File: config.mk
export PLATFORM = sky130hd
export DESIGN_NAME = i2cAddrScanner
export DESIGN_NICKNAME = d
export VERILOG_FILES = /design/src/rtl/i2cScanPkg.sv /design/src/rtl/i2cScanDatapath.sv /design/src/rtl/i2cScanControl.sv /design/src/rtl/i2cAddrScanner.sv
export SDC_FILE = /design/constraint.sdc
export NUM_CORES = 1
export LEC_CHECK = 0
export BUFFER_PORTS_ARGS = -buffer_cell sky130_fd_sc_hd__buf_2
export CORE_MARGIN = 8
export CORE_UTILIZATION = 40
export CTS_CLUSTER_SIZE = 16
export DETAILED_ROUTE_END_ITERATION = 10
export HOLD_SLACK_MARGIN = 0.08
export PLACE_DENSITY = 0.73
export SLEW_MARGIN = 30
export SYNTH_ARGS = -nofsm -noshare
export SYNTH_HDL_FRONTEND = slang
export SYNTH_HIERARCHICAL = 1
export SYNTH_SLANG_ARGS = --single-unit
File: constraint.sdc
create_clock -name clk -period 4.05 [get_ports clk]
set_input_delay 0.81 -clock clk [delete_from_list [all_inputs] [get_ports clk]]
set_output_delay 0.81 -clock clk [all_outputs]
set_load 0.005 [all_outputs]
File: src/rtl/i2cScanPkg.sv
package i2cScanPkg;

  typedef enum logic [2:0] {
    ST_IDLE,
    ST_WAITBUS,
    ST_START,
    ST_BIT,
    ST_STOP,
    ST_DONE
  } scanStateT;

  // strobes from control to datapath
  typedef struct packed {
    logic clearAll;   // restart sweep: first address, empty map
    logic loadByte;   // load {address, write bit} into shifter
    logic shiftByte;  // advance to next bit
    logic markAck;    // record current address as present
    logic stepAddr;   // move to next address
  } scanCtlT;

endpackage

File: src/rtl/i2cScanDatapath.sv
module i2cScanDatapath
  import i2cScanPkg::*;
#(
  parameter int ADDR_W     = 7,
  parameter int FIRST_ADDR = 8,
  parameter int LAST_ADDR  = 119
) (
  input  logic                   clk,
  input  logic                   rstN,
  input  scanCtlT                ctl,
  output logic                   txBit,
  output logic                   atLast,
  output logic [(2**ADDR_W)-1:0] presenceMap,
  output logic [ADDR_W:0]        devCount
);

  localparam int MAP_W = 2 ** ADDR_W;
  localparam logic [ADDR_W-1:0] FIRST_A = ADDR_W'(FIRST_ADDR);
  localparam logic [ADDR_W-1:0] LAST_A  = ADDR_W'(LAST_ADDR);

  logic [ADDR_W-1:0] curAddr;
  logic [ADDR_W:0]   shiftReg;
  logic [MAP_W-1:0]  hitVec;

  // one-hot decode of the current address, qualified by the ack strobe
  for (genvar i = 0; i < MAP_W; i++) begin : g_hit
    assign hitVec[i] = ctl.markAck && (curAddr == ADDR_W'(i));
  end

  always_ff @(posedge clk or negedge rstN) begin
    if (!rstN) begin
      curAddr     <= FIRST_A;
      shiftReg    <= '1;
      presenceMap <= '0;
      devCount    <= '0;
    end else begin
      if (ctl.clearAll) begin
        curAddr     <= FIRST_A;
        presenceMap <= '0;
        devCount    <= '0;
      end else begin
        if (ctl.stepAddr) curAddr <= curAddr + 1'b1;
        if (ctl.markAck) begin
          presenceMap <= presenceMap | hitVec;
          devCount    <= devCount + 1'b1;
        end
      end
      // ones shift in behind the byte so the ack slot leaves SDA released
      if (ctl.loadByte)       shiftReg <= {curAddr, 1'b0};
      else if (ctl.shiftByte) shiftReg <= {shiftReg[ADDR_W-1:0], 1'b1};
    end
  end

  assign txBit  = shiftReg[ADDR_W];
  assign atLast = (curAddr == LAST_A);

endmodule

File: src/rtl/i2cScanControl.sv
module i2cScanControl
  import i2cScanPkg::*;
#(
  parameter int ADDR_W      = 7,
  parameter int QTR_CYCLES  = 4,
  parameter int IDLE_CYCLES = 8
) (
  input  logic    clk,
  input  logic    rstN,
  input  logic    startScan,
  input  logic    sclIn,
  input  logic    sdaIn,
  input  logic    txBit,
  input  logic    atLast,
  output scanCtlT ctl,
  output logic    sclOe,
  output logic    sdaOe,
  output logic    scanDone
);

  localparam int TICK_W = $clog2(QTR_CYCLES + 1);
  localparam int IDLE_W = $clog2(IDLE_CYCLES + 1);
  localparam int BIT_W  = $clog2(ADDR_W + 2);
  localparam logic [TICK_W-1:0] TICK_LAST = TICK_W'(QTR_CYCLES - 1);
  localparam logic [IDLE_W-1:0] IDLE_LAST = IDLE_W'(IDLE_CYCLES - 1);
  localparam logic [BIT_W-1:0]  ACK_BIT   = BIT_W'(ADDR_W + 1);

  scanStateT         state, stateNxt;
  logic [1:0]        quarter, quarterNxt;
  logic [TICK_W-1:0] tickCnt, tickNxt;
  logic [IDLE_W-1:0] idleCnt, idleNxt;
  logic [BIT_W-1:0]  bitIdx, bitNxt;
  logic              stall, tickEnd;

  // SCL released but still low: a slave is stretching
  assign stall   = (state == ST_BIT || state == ST_STOP) && quarter == 2'd1 && !sclIn;
  assign tickEnd = (tickCnt == TICK_LAST) && !stall;

  always_comb begin
    stateNxt   = state;
    quarterNxt = quarter;
    tickNxt    = tickCnt;
    idleNxt    = idleCnt;
    bitNxt     = bitIdx;
    ctl        = '0;
    unique case (state)
      ST_IDLE: begin
        if (startScan) begin
          ctl.clearAll = 1'b1;
          stateNxt     = ST_WAITBUS;
          idleNxt      = '0;
        end
      end
      ST_WAITBUS: begin
        if (sclIn && sdaIn) begin
          if (idleCnt == IDLE_LAST) begin
            ctl.loadByte = 1'b1;
            stateNxt     = ST_START;
            quarterNxt   = 2'd0;
            tickNxt      = '0;
          end else begin
            idleNxt = idleCnt + 1'b1;
          end
        end else begin
          idleNxt = '0;
        end
      end
      ST_START, ST_BIT, ST_STOP: begin
        if (stall) begin
          tickNxt = '0;
        end else if (!tickEnd) begin
          tickNxt = tickCnt + 1'b1;
        end else begin
          tickNxt = '0;
          if (state == ST_START) begin
            if (quarter == 2'd2) begin
              stateNxt   = ST_BIT;
              quarterNxt = 2'd0;
              bitNxt     = '0;
            end else begin
              quarterNxt = quarter + 1'b1;
            end
          end else if (state == ST_BIT) begin
            if (quarter == 2'd2) begin
              quarterNxt = 2'd3;
              if (bitIdx == ACK_BIT) begin
                ctl.markAck = !sdaIn;
              end else if (txBit && !sdaIn) begin
                // lost the bus: release and start over on this address
                stateNxt   = ST_WAITBUS;
                idleNxt    = '0;
                quarterNxt = 2'd0;
              end
            end else if (quarter == 2'd3) begin
              quarterNxt = 2'd0;
              if (bitIdx == ACK_BIT) begin
                stateNxt = ST_STOP;
              end else begin
                ctl.shiftByte = 1'b1;
                bitNxt        = bitIdx + 1'b1;
              end
            end else begin
              quarterNxt = quarter + 1'b1;
            end
          end else begin
            if (quarter == 2'd3) begin
              quarterNxt = 2'd0;
              if (atLast) begin
                stateNxt = ST_DONE;
              end else begin
                ctl.stepAddr = 1'b1;
                stateNxt     = ST_WAITBUS;
                idleNxt      = '0;
              end
            end else begin
              quarterNxt = quarter + 1'b1;
            end
          end
        end
      end
      ST_DONE: stateNxt = ST_IDLE;
      default: stateNxt = ST_IDLE;
    endcase
  end

  always_ff @(posedge clk or negedge rstN) begin
    if (!rstN) begin
      state   <= ST_IDLE;
      quarter <= 2'd0;
      tickCnt <= '0;
      idleCnt <= '0;
      bitIdx  <= '0;
    end else begin
      state   <= stateNxt;
      quarter <= quarterNxt;
      tickCnt <= tickNxt;
      idleCnt <= idleNxt;
      bitIdx  <= bitNxt;
    end
  end

  // line drive, decoded from registered state only
  always_comb begin
    sclOe = 1'b0;
    sdaOe = 1'b0;
    unique case (state)
      ST_START: begin
        sdaOe = (quarter != 2'd0);
        sclOe = (quarter == 2'd2);
      end
      ST_BIT: begin
        sclOe = (quarter == 2'd0) || (quarter == 2'd3);
        sdaOe = !txBit;
      end
      ST_STOP: begin
        sclOe = (quarter == 2'd0);
        sdaOe = (quarter == 2'd0) || (quarter == 2'd1);
      end
      default: begin
        sclOe = 1'b0;
        sdaOe = 1'b0;
      end
    endcase
  end

  assign scanDone = (state == ST_DONE);

endmodule

File: src/rtl/i2cAddrScanner.sv
module i2cAddrScanner
  import i2cScanPkg::*;
#(
  parameter int ADDR_W      = 7,
  parameter int FIRST_ADDR  = 8,
  parameter int LAST_ADDR   = 119,
  parameter int QTR_CYCLES  = 4,
  parameter int IDLE_CYCLES = 8
) (
  input  logic                   clk,
  input  logic                   rstN,
  input  logic                   startScan,
  input  logic                   sclIn,
  input  logic                   sdaIn,
  output logic                   sclOe,
  output logic                   sdaOe,
  output logic [(2**ADDR_W)-1:0] presenceMap,
  output logic [ADDR_W:0]        devCount,
  output logic                   scanDone
);

  scanCtlT ctl;
  logic    txBit;
  logic    atLast;

  i2cScanControl #(
    .ADDR_W(ADDR_W), .QTR_CYCLES(QTR_CYCLES), .IDLE_CYCLES(IDLE_CYCLES)
  ) ctrl_i (
    .clk(clk), .rstN(rstN), .startScan(startScan),
    .sclIn(sclIn), .sdaIn(sdaIn), .txBit(txBit), .atLast(atLast),
    .ctl(ctl), .sclOe(sclOe), .sdaOe(sdaOe), .scanDone(scanDone)
  );

  i2cScanDatapath #(
    .ADDR_W(ADDR_W), .FIRST_ADDR(FIRST_ADDR), .LAST_ADDR(LAST_ADDR)
  ) dp_i (
    .clk(clk), .rstN(rstN), .ctl(ctl), .txBit(txBit), .atLast(atLast),
    .presenceMap(presenceMap), .devCount(devCount)
  );

endmodule

==> run metrics, run 1 <==
outcome=finished, final reports clean; Yosys reg bits=167; share of layout cells above drive strength 1=0.268; post-CTS setup repair buffer count=0; Routed Antenna Nets=0; VDD IR max=0.432 mV; Die H=152 µm; drt initial violations=568; period utilisation layout=0.719; Vias=5772; most frequent CP cell=buf_4; first-pass GRT wire length=32.5 mm; RSZ-0062 raised after global routing=false; relative slew slack=0.348; post-synthesis net count=736; Adder-Cell Fraction of Synth Area=0.0238; Post-Synth XOR/XNOR Area=0.00952; initial antenna violation count=0; pwr/cell area=422 nW/µm²; Antenna Cells=0; post-synthesis sequential area ratio=0.569; Slew @ Worst Pin=973 ps; final hold vios=0; crit-path cells=or3b_1, a21o_1, nand2_1, nor4_2, buf_4, nor4bb_2, buf_4, a21oi_1, nor2_1; CP required=4410 ps; P_leak=0.00454 µW; placed inst area=8170 µm²; Final Net Count=847; core area=18000 µm²; Crit-path slowest cell=dfrtp_1; Worst Path Buf+Inv=2; Max Slew Vio Count=0; post-synthesis instance area=7360 µm²; GRT Total Usage=0.182; sequential share of power=0.451; # Max-Cap Violations=0; die area=23000 µm²; router iterations before antenna repair=5; CTS root buf=clkbuf_16; vias in the first global route=5673; largest family of logic cells by synthesized area=simple AND/OR/NAND/NOR gates; Max Clock Skew=9.49 ps; delay of the slowest critical-path stage=690 ps; clock share of power=0.466; Reg clk slew, reported paths=70 ps; Int Power=2760 µW; Synth Area in Simple Gates=0.178; Sw Ratio=0.260; DR WL/cell=19.3 µm; crit start category=flip-flop; dominant synthesized flop cell=dfrtp_1; clock latency at the later pin of the worst-skew pair=430 ps; clock sink count=167; DP Wirelength=13.8 mm; synthesized instance count=717; post-synth cell types=70; cell family contributing the most delay on the critical path=simple AND/OR/NAND/NOR gates; Fill cells=1649; I/O Buffers=143; chip width=152 µm; Synth warnings=6; mux share of post-synthesis cell area=0.0233; clock buffer depth=2; DRC=0; RR Endpoint=dp_i/presenceMap[19]; Hold Buf Count CTS=0; routability cong.=0.807; CP max FO=24; crit end category=flip-flop; Compound-Gate Fraction of Synth Area=0.146; Setup TNS=0 ps; Layout area overhead=20.1%; row count=49; Hold Crit Class=input port to async pin; highest clock rate=0.343 GHz; Ports=144; final setup vio count=0; Num CTS Buffers=17; vias per cell=5.40; Avg Inst Size Synth=10.3 µm²; Switch Pwr=971 µW; initial core utilization=0.409; pin count of the biggest net entering global routing=129; kind of critical path=flip-flop to flip-flop; CTS tree=done; grt ovf=0; reg2reg start=ctrl_i/state[1]; Finished Cell Area=8840 µm²; fin crit period=2910 ps; worst r2r path cells=9; worst reg-to-reg setup slack=1140 ps; Gates resized, CTS repair=0; combinational power share=0.083; Worst EP arrival=3270 ps; CTS H-tree lvls=4; routed wire length=20.7 mm; Post-synth EDFFs=0; asr flop ratio synth=1.00
## synthesized netlist by cell type, types with 3 or more instances
| library cell | n | area, µm² |
|---|---|---|
| and4b_1 | 7 | 70.1 |
| mux2i_1 | 10 | 100 |
| nand3_1 | 9 | 45.0 |
| mux2_2 | 4 | 45.0 |
| nand4_1 | 5 | 31.3 |
| dfstp_2 | 9 | 236 |
| or3b_1 | 3 | 26.3 |
| buf_2 | 30 | 150 |
| buf_4 | 9 | 67.6 |
| nor2_1 | 139 | 522 |
| and3_1 | 4 | 25.0 |
| nor3b_2 | 4 | 50.1 |
| a31oi_1 | 13 | 81.3 |
| nand3b_1 | 4 | 30.0 |
| nand2_1 | 23 | 86.3 |
| dfrtp_1 | 158 | 3950 |
| and3b_1 | 3 | 26.3 |
| xnor2_1 | 3 | 26.3 |
| and4bb_2 | 4 | 50.1 |
| a21oi_1 | 110 | 551 |
| inv_1 | 15 | 56.3 |
| or3_1 | 3 | 18.8 |
| nand2b_1 | 4 | 25.0 |
| ha_1 | 14 | 175 |
| and4_1 | 4 | 35.0 |
| xor2_1 | 5 | 43.8 |
| o2bb2ai_1 | 17 | 149 |
| o22ai_1 | 3 | 18.8 |
| or4_1 | 3 | 22.5 |
| o21ai_0 | 22 | 110 |
| clkbuf_1 | 20 | 75.1 |
| nor2b_1 | 5 | 31.3 |
## worst max-delay path by stage
stage / startpoint / end / slack (ps) / cells past startpoint
floorplan: sclIn / dp_i/curAddr[6] / 1370 / 7
global placement: sclIn / dp_i/presenceMap[19] / 1180 / 10
detailed placement: sclIn / dp_i/presenceMap[3] / 1120 / 10
CTS: ctrl_i/state[1] / dp_i/presenceMap[83] / 1170 / 9
global route: ctrl_i/state[1] / dp_i/presenceMap[83] / 940 / 9
finish: ctrl_i/state[1] / dp_i/presenceMap[19] / 1140 / 9
## cell type report
| type | count | area [µm²] | area share |
|---|---|---|---|
| sequential | 167 | 4190 | 0.474 |
| clock inverter | 14 | 208 | 0.0235 |
| timing repair buffer | 153 | 830 | 0.0938 |
| clock buffer | 17 | 425 | 0.0481 |
| tap | 229 | 287 | 0.0324 |
| inverter | 17 | 63.8 | 0.00722 |
| multi-input combinational | 472 | 2840 | 0.321 |
## through the flow
step / power [µW] / hold slack [ps] / util / std cells / worst slack [ps]
floorplan: 1920 / 445 / - / 717 / 1370
global placement: 2020 / 464 / 0.453 / 1037 / 1180
detailed placement: 2020 / 468 / 0.453 / 1037 / 1120
CTS: 3760 / 479 / 0.489 / 1068 / 1170
global route: 3870 / 234 / 0.490 / 1069 / 941
finish: 3730 / 227 / 0.490 / 1069 / 1140
## sequential cells by signal, indices dropped and copies added (netlist names)
name	flops
dp_i/shiftReg	8
dp_i/devCount	8
ctrl_i/bitIdx	4
dp_i/curAddr	7
dp_i/presenceMap	128
ctrl_i/state	3
ctrl_i/tickCnt	3
ctrl_i/idleCnt	4
ctrl_i/quarter	2
## kinds of logic (layout without fill, tap and decap cells)
family	Yosys count	count (layout)
buf+inv	78	201
xor+xnor	8	8
fa+ha+maj	14	14
flops	167	167
mux	16	16
compound gates	185	185
simple gates	249	249
## metal layers
layer  vias up  track usage  wire (µm)
li1       2695            -          -
met5         -            0          0
met2       181        0.265       9390
met4         0       0.0519        340
met1      2870        0.247       9200
met3        26       0.0713       1720
## layout by cell type (no fill, tap or decap), types with 6 or more instances in the layout
cell type and instances:
a31oi_1 13, o2bb2ai_1 17, inv_1 15, buf_4 8, inv_8 6, o21ai_0 22
ha_1 14, dfrtp_1 158, clkbuf_16 17, mux2i_1 10, nand3_1 9, a21oi_1 110
nor2_1 139, dfstp_2 9, buf_2 142, and4b_1 7, nand2_1 23
## worst register-to-register path, cell delays in order (launching register included)
cell and delay (ps):
dfrtp_1 690, or3b_1 370, a21o_1 220, nand2_1 110, nor4_2 260, buf_4 310, nor4bb_2 480, buf_4 220
a21oi_1 60, nor2_1 120
## power groups by stage
stage | clock [µW] | combinational, µW | sequential, µW
global placement | 0 | 306 | 1710
floorplan | 0 | 207 | 1710
finish | 1740 | 310 | 1680
detailed placement | 0 | 307 | 1710
global route | 1850 | 341 | 1680
CTS | 1770 | 308 | 1680
Note: power is estimated with default switching activity, not from simulation.
==> run 2, diff against run 1 <==
--- a/config.mk
+++ b/config.mk
@@ -5,6 +5,7 @@
 export SDC_FILE = /design/constraint.sdc
 export NUM_CORES = 1
 export LEC_CHECK = 0
+export ABC_AREA = 1
 export BUFFER_PORTS_ARGS = -buffer_cell sky130_fd_sc_hd__buf_2
 export CORE_MARGIN = 8
 export CORE_UTILIZATION = 40
==> constraint.sdc (replaced) <==
create_clock -name clk -period 2.7 [get_ports clk]
set_input_delay 0.54 -clock clk [delete_from_list [all_inputs] [get_ports clk]]
set_output_delay 0.54 -clock clk [all_outputs]
set_load 0.005 [all_outputs]
==> run metrics, run 2 <==
outcome=finished, final reports clean; chip width=155 µm; CP required=2160 ps; fin crit period=2440 ps; Num CTS Buffers=17; pwr/cell area=706 nW/µm²; Final Net Count=1066; drt initial violations=473; WL met2=9.68 mm; die area=24000 µm²; Antenna Cells=0; GRT Total Usage=0.172; post-synthesis net count=926; commonest non-fill, non-tap cell in the layout=nor2_1; VDD IR max=0.535 mV; largest registers=dp_i/presenceMap x128, dp_i/devCount x8, dp_i/shiftReg x8; Yosys top cell area share=0.512; Hold Buf Count CTS=0; initial core utilization=0.402; most frequent cells in the layout=nor2_1 (169), dfrtp_1 (158), nand2_1 (144); pin count of the biggest net entering global routing=68; P_leak=0.00487 µW; count leader, synth=nor2_1; initial antenna violation count=0; Reg clk slew, reported paths=70 ps; top post-synthesis cells by area=dfrtp_1 (51%), nor2_1 (8.3%), a21oi_1 (7.1%); CTS root buf=clkbuf_16; Die H=155 µm; Layout area overhead=21.5%; most flop-heavy register=dp_i/presenceMap; Highest Signal Layer=met4; Hold Crit Class=input port to async pin; Slew @ Worst Pin=679 ps; clock sink count=167; Ports=144; Worst Hold Slack=103 ps; Largest register FFs=128; Yosys reg bits=167; WL met3=1.40 mm; DP Wirelength=14.4 mm; post-synthesis sequential area ratio=0.543; CTS tree=done; row count=51; Vias=6453; dominant synthesized flop cell=dfrtp_1; Max Clock Skew=11.9 ps; I/O Buffers=143; final setup vio count=0; Worst EP arrival=1900 ps; clock latency at the later pin of the worst-skew pair=430 ps; first-pass GRT wire length=33.0 mm; Post-Place Cells=1292; synthesized instance count=907; vias in the first global route=6340; grt ovf=0; core area=19200 µm²; DR WL/cell=15.3 µm; kind of critical path=flip-flop to primary output; relative slew slack=0.547; post-synthesis instance area=7720 µm²; routability cong.=0.874; crit end category=primary output; final hold vios=0; DRC=0; post-synth cell types=36; area leader, netlist=dfrtp_1; highest clock rate=0.410 GHz; Post-synth EDFFs=0; Max Slew Vio Count=0; worst reg-to-reg setup slack=280 ps; clock buffer depth=2; router iterations before antenna repair=5; Avg Inst Size Synth=8.52 µm²; CTS H-tree lvls=4; share of layout cells above drive strength 1=0.235; wire length on met1=8.68 mm; asr flop ratio synth=1.00; vias per cell=4.87; CP max FO=9; Synth warnings=6; # Max-Cap Violations=0; commonest cells in the netlist=nor2_1 (170), dfrtp_1 (158), nand2_1 (144), inv_1 (126), a21oi_1 (110); Routed Antenna Nets=0; crit start category=flip-flop; period utilisation layout=0.904; Layout Cells excl Fill=1325; routed wire length=20.3 mm; RSZ-0062 raised after global routing=true
## run 2: changes by cell type in the layout (fill, tap and decap cells not counted), sizes merged, moves of 10 or more
cell and delta:
a31oi -13, inv +117, o2bb2ai -17, nand2 +131
mux2i -10, nand3 +45, nor2 +52
## run 2: what timing repair did
action                     in CTS  in global routing
setup buffers                   0                  1
gates resized for setup         0                  1
setup endpoints to repair       0                  7
## run 2: layout make-up
class | count | area (µm²)
Sequential cell | 167 | 4190
Tap cell | 265 | 332
Clock buffer | 17 | 425
Fill cell | 1783 | 9820
Clock inverter | 15 | 220
Multi-Input combinational cell | 574 | 2840
Inverter | 133 | 504
Timing Repair Buffer | 154 | 880
## run 2: cell families (layout without fill, tap and decap cells)
| logic type | Yosys count | in the layout | synth area share |
|---|---|---|---|
| fa+ha+maj | 14 | 14 | 0.0227 |
| simple gates | 416 | 416 | 0.243 |
| xor+xnor | 4 | 4 | 0.00454 |
| flops | 167 | 167 | 0.543 |
| compound gates | 140 | 140 | 0.0948 |
| buf+inv | 166 | 319 | 0.0920 |
## run 2: per-layer routing
metal	up-vias	track usage
li1	3124	-
met1	3076	0.214
met2	223	0.281
met3	30	0.0411
met4	0	0.0756
met5	-	0
## run 2: final timing paths
| kind | start | to | cells past startpoint |
|---|---|---|---|
| max | ctrl_i/state[2] | sclOe | 6 |
| min | rstN | ctrl_i/idleCnt[0] | 1 |
| max reg2reg | ctrl_i/quarter[0] | dp_i/presenceMap[25] | 10 |
| min reg2reg | dp_i/presenceMap[93] | dp_i/presenceMap[93] | 2 |
| max in group asynchronous | rstN | dp_i/devCount[4] | 2 |
| min in group clk | dp_i/presenceMap[93] | dp_i/presenceMap[93] | 2 |
## run 2: through the flow
stage	area, µm²	util	worst slack (ps)	total power (µW)	setup TNS (ps)
6_report	9390	0.489	259	6620	0
5_1_grt	9390	0.489	-6.96	6980	-10.6
4_1_cts	9360	0.487	224	6690	0
3_5_place_dp	8720	0.454	248	4030	0
3_3_place_gp	8720	0.454	362	4010	0
2_1_floorplan	7720	-	637	3680	0
## run 2: critical path, cell delays in order, from the launching register on
cell,delay [ps]
dfrtp_1,460
inv_1,160
nand2_2,100
nor2_2,200
inv_2,150
o221ai_1,240
buf_2,170
## run 2: power by group
group / internal [µW] / total (µW) / switching (µW) / leakage, µW
registers: 2670 / 2780 / 114 / 0.00228
logic: 362 / 1210 / 844 / 0.00227
clock network: 1510 / 2630 / 1120 / 0.000317
==> run 3, diff against run 2 <==
--- a/config.mk
+++ b/config.mk
@@ -12,7 +12,6 @@
 export CTS_CLUSTER_SIZE = 16
 export DETAILED_ROUTE_END_ITERATION = 10
 export HOLD_SLACK_MARGIN = 0.08
-export PLACE_DENSITY = 0.73
 export SLEW_MARGIN = 30
 export SYNTH_ARGS = -nofsm -noshare
 export SYNTH_HDL_FRONTEND = slang
==> run metrics, run 3 (synthesis results as in run 2) <==
chip width=155 µm; Ports=144; highest clock rate=0.408 GHz; period utilisation layout=0.908; VDD IR max=0.445 mV; Max Clock Skew=8.35 ps; pwr/cell area=686 nW/µm²; Fill cells=1884; Int Power=4350 µW; CP max FO=11; DP Wirelength=14.6 mm; Sw Ratio=0.322; worst r2r path cells=12; crit-path cells=inv_1, ha_1, inv_1, nor2_1, nand2_1, nor3_2, buf_4, nand2_1, nor2_1, nand3_1, nand2_1, nor2_1; CTS H-tree lvls=4; clock latency at the later pin of the worst-skew pair=420 ps; routability cong.=0.890; relative slew slack=0.556; final hold vios=0; combinational power share=0.187; routed wire length=20.6 mm; most frequent cells in the layout=nor2_1 (169), dfrtp_1 (158), nand2_1 (144); clock share of power=0.378; Crit-path slowest cell=dfrtp_1; Antenna Cells=0; kind of critical path=flip-flop to flip-flop; final setup vio count=0; final setup margin=248 ps; Vias=6313; GRT Total Usage=0.175; Max Slew Vio Count=0; pre-CTS WS=155 ps; vias in the first global route=6138; Reg clk slew, reported paths=70 ps; cell family contributing the most delay on the critical path=simple AND/OR/NAND/NOR gates; most flop-heavy register=dp_i/presenceMap; Final Net Count=1067; row count=51; initial antenna violation count=0; vias per cell=4.76; Core Util, Final=0.486; CTS root buf=clkbuf_16; Hold Crit Class=input port to async pin; DR WL/cell=15.6 µm; Worst Path Buf+Inv=3; delay of the slowest critical-path stage=420 ps; sequential share of power=0.435; first-pass GRT wire length=33.5 mm; initial core utilization=0.402; Worst EP arrival=2760 ps; Finished Cell Area=9340 µm²; I/O Buffers=143; met3 global-route usage=0.0377; Setup TNS=0 ps; largest registers=dp_i/presenceMap x128, dp_i/devCount x8, dp_i/shiftReg x8; Die H=155 µm; die area=24000 µm²; # Max-Cap Violations=0; Slew @ Worst Pin=666 ps; router iterations before antenna repair=5; placed inst area=8710 µm²; Hold Buf Count CTS=0; CP required=3010 ps; Layout Cells excl Fill=1326; Crit path depth=12; GR Util met2=0.281; RSZ-0062 raised after global routing=false; grt ovf=0; fin crit period=2450 ps; Switch Pwr=2060 µW; Routed Antenna Nets=0; DRC=0; commonest non-fill, non-tap cell in the layout=nor2_1; Post-Place Cells=1293; clock buffer depth=2; crit end category=flip-flop; CTS tree=done; Largest register FFs=128; met1 Use GR=0.232; P_leak=0.00485 µW; Layout area overhead=20.9%; core area=19200 µm²; drt initial violations=380; clock sink count=167; Num CTS Buffers=17; outcome=finished, final reports clean; share of layout cells above drive strength 1=0.237; pin count of the biggest net entering global routing=70; crit start category=flip-flop; GR peak layer=met2
==> run 3: power by group through the flow <==
stage          combinational (µW)  sequential (µW)  clock (µW)
4_1_cts                      1210             2790        2470
6_report                     1200             2790        2420
2_1_floorplan                 892             2790           0
3_3_place_gp                 1210             2830           0
3_5_place_dp                 1200             2830           0
5_1_grt                      1360             2810        2570
==> run 3: what timing repair did <==
action,CTS,global route
resized for setup,0,4
setup buffers,0,1
setup endpoints to repair,0,30
==> run 3: metrics by stage <==
step           power, µW  hold slack, ps
6_report            6410             131
5_1_grt             6740             181
4_1_cts             6460             150
3_5_place_dp        4030             479
3_3_place_gp        4040             474
2_1_floorplan       3680             244
==> run 3: cell type report <==
class	instances	area [µm²]	area share
Inverter	133	507	0.0543
Multi-Input combinational cell	574	2840	0.304
Clock inverter	15	168	0.0180
Tap cell	265	332	0.0355
Sequential cell	167	4190	0.449
Clock buffer	17	425	0.0456
Timing Repair Buffer	155	875	0.0937
==> run 3: final timing paths <==
kind / start / endpoint / slack, ps
max: ctrl_i/quarter[0] / dp_i/devCount[5] / 250
min: rstN / dp_i/devCount[2] / 130
max reg2reg: ctrl_i/quarter[0] / dp_i/devCount[5] / 250
min reg2reg: dp_i/presenceMap[46] / dp_i/presenceMap[46] / 490
max in group asynchronous: rstN / dp_i/presenceMap[75] / 1840
min in group clk: dp_i/presenceMap[46] / dp_i/presenceMap[46] / 490
==> run 3: routing by layer <==
metal | vias up | wire length, µm
li1 | 3118 | -
met1 | 3037 | 9610
met2 | 142 | 9650
met3 | 16 | 1050
met4 | 0 | 324
met5 | - | 0
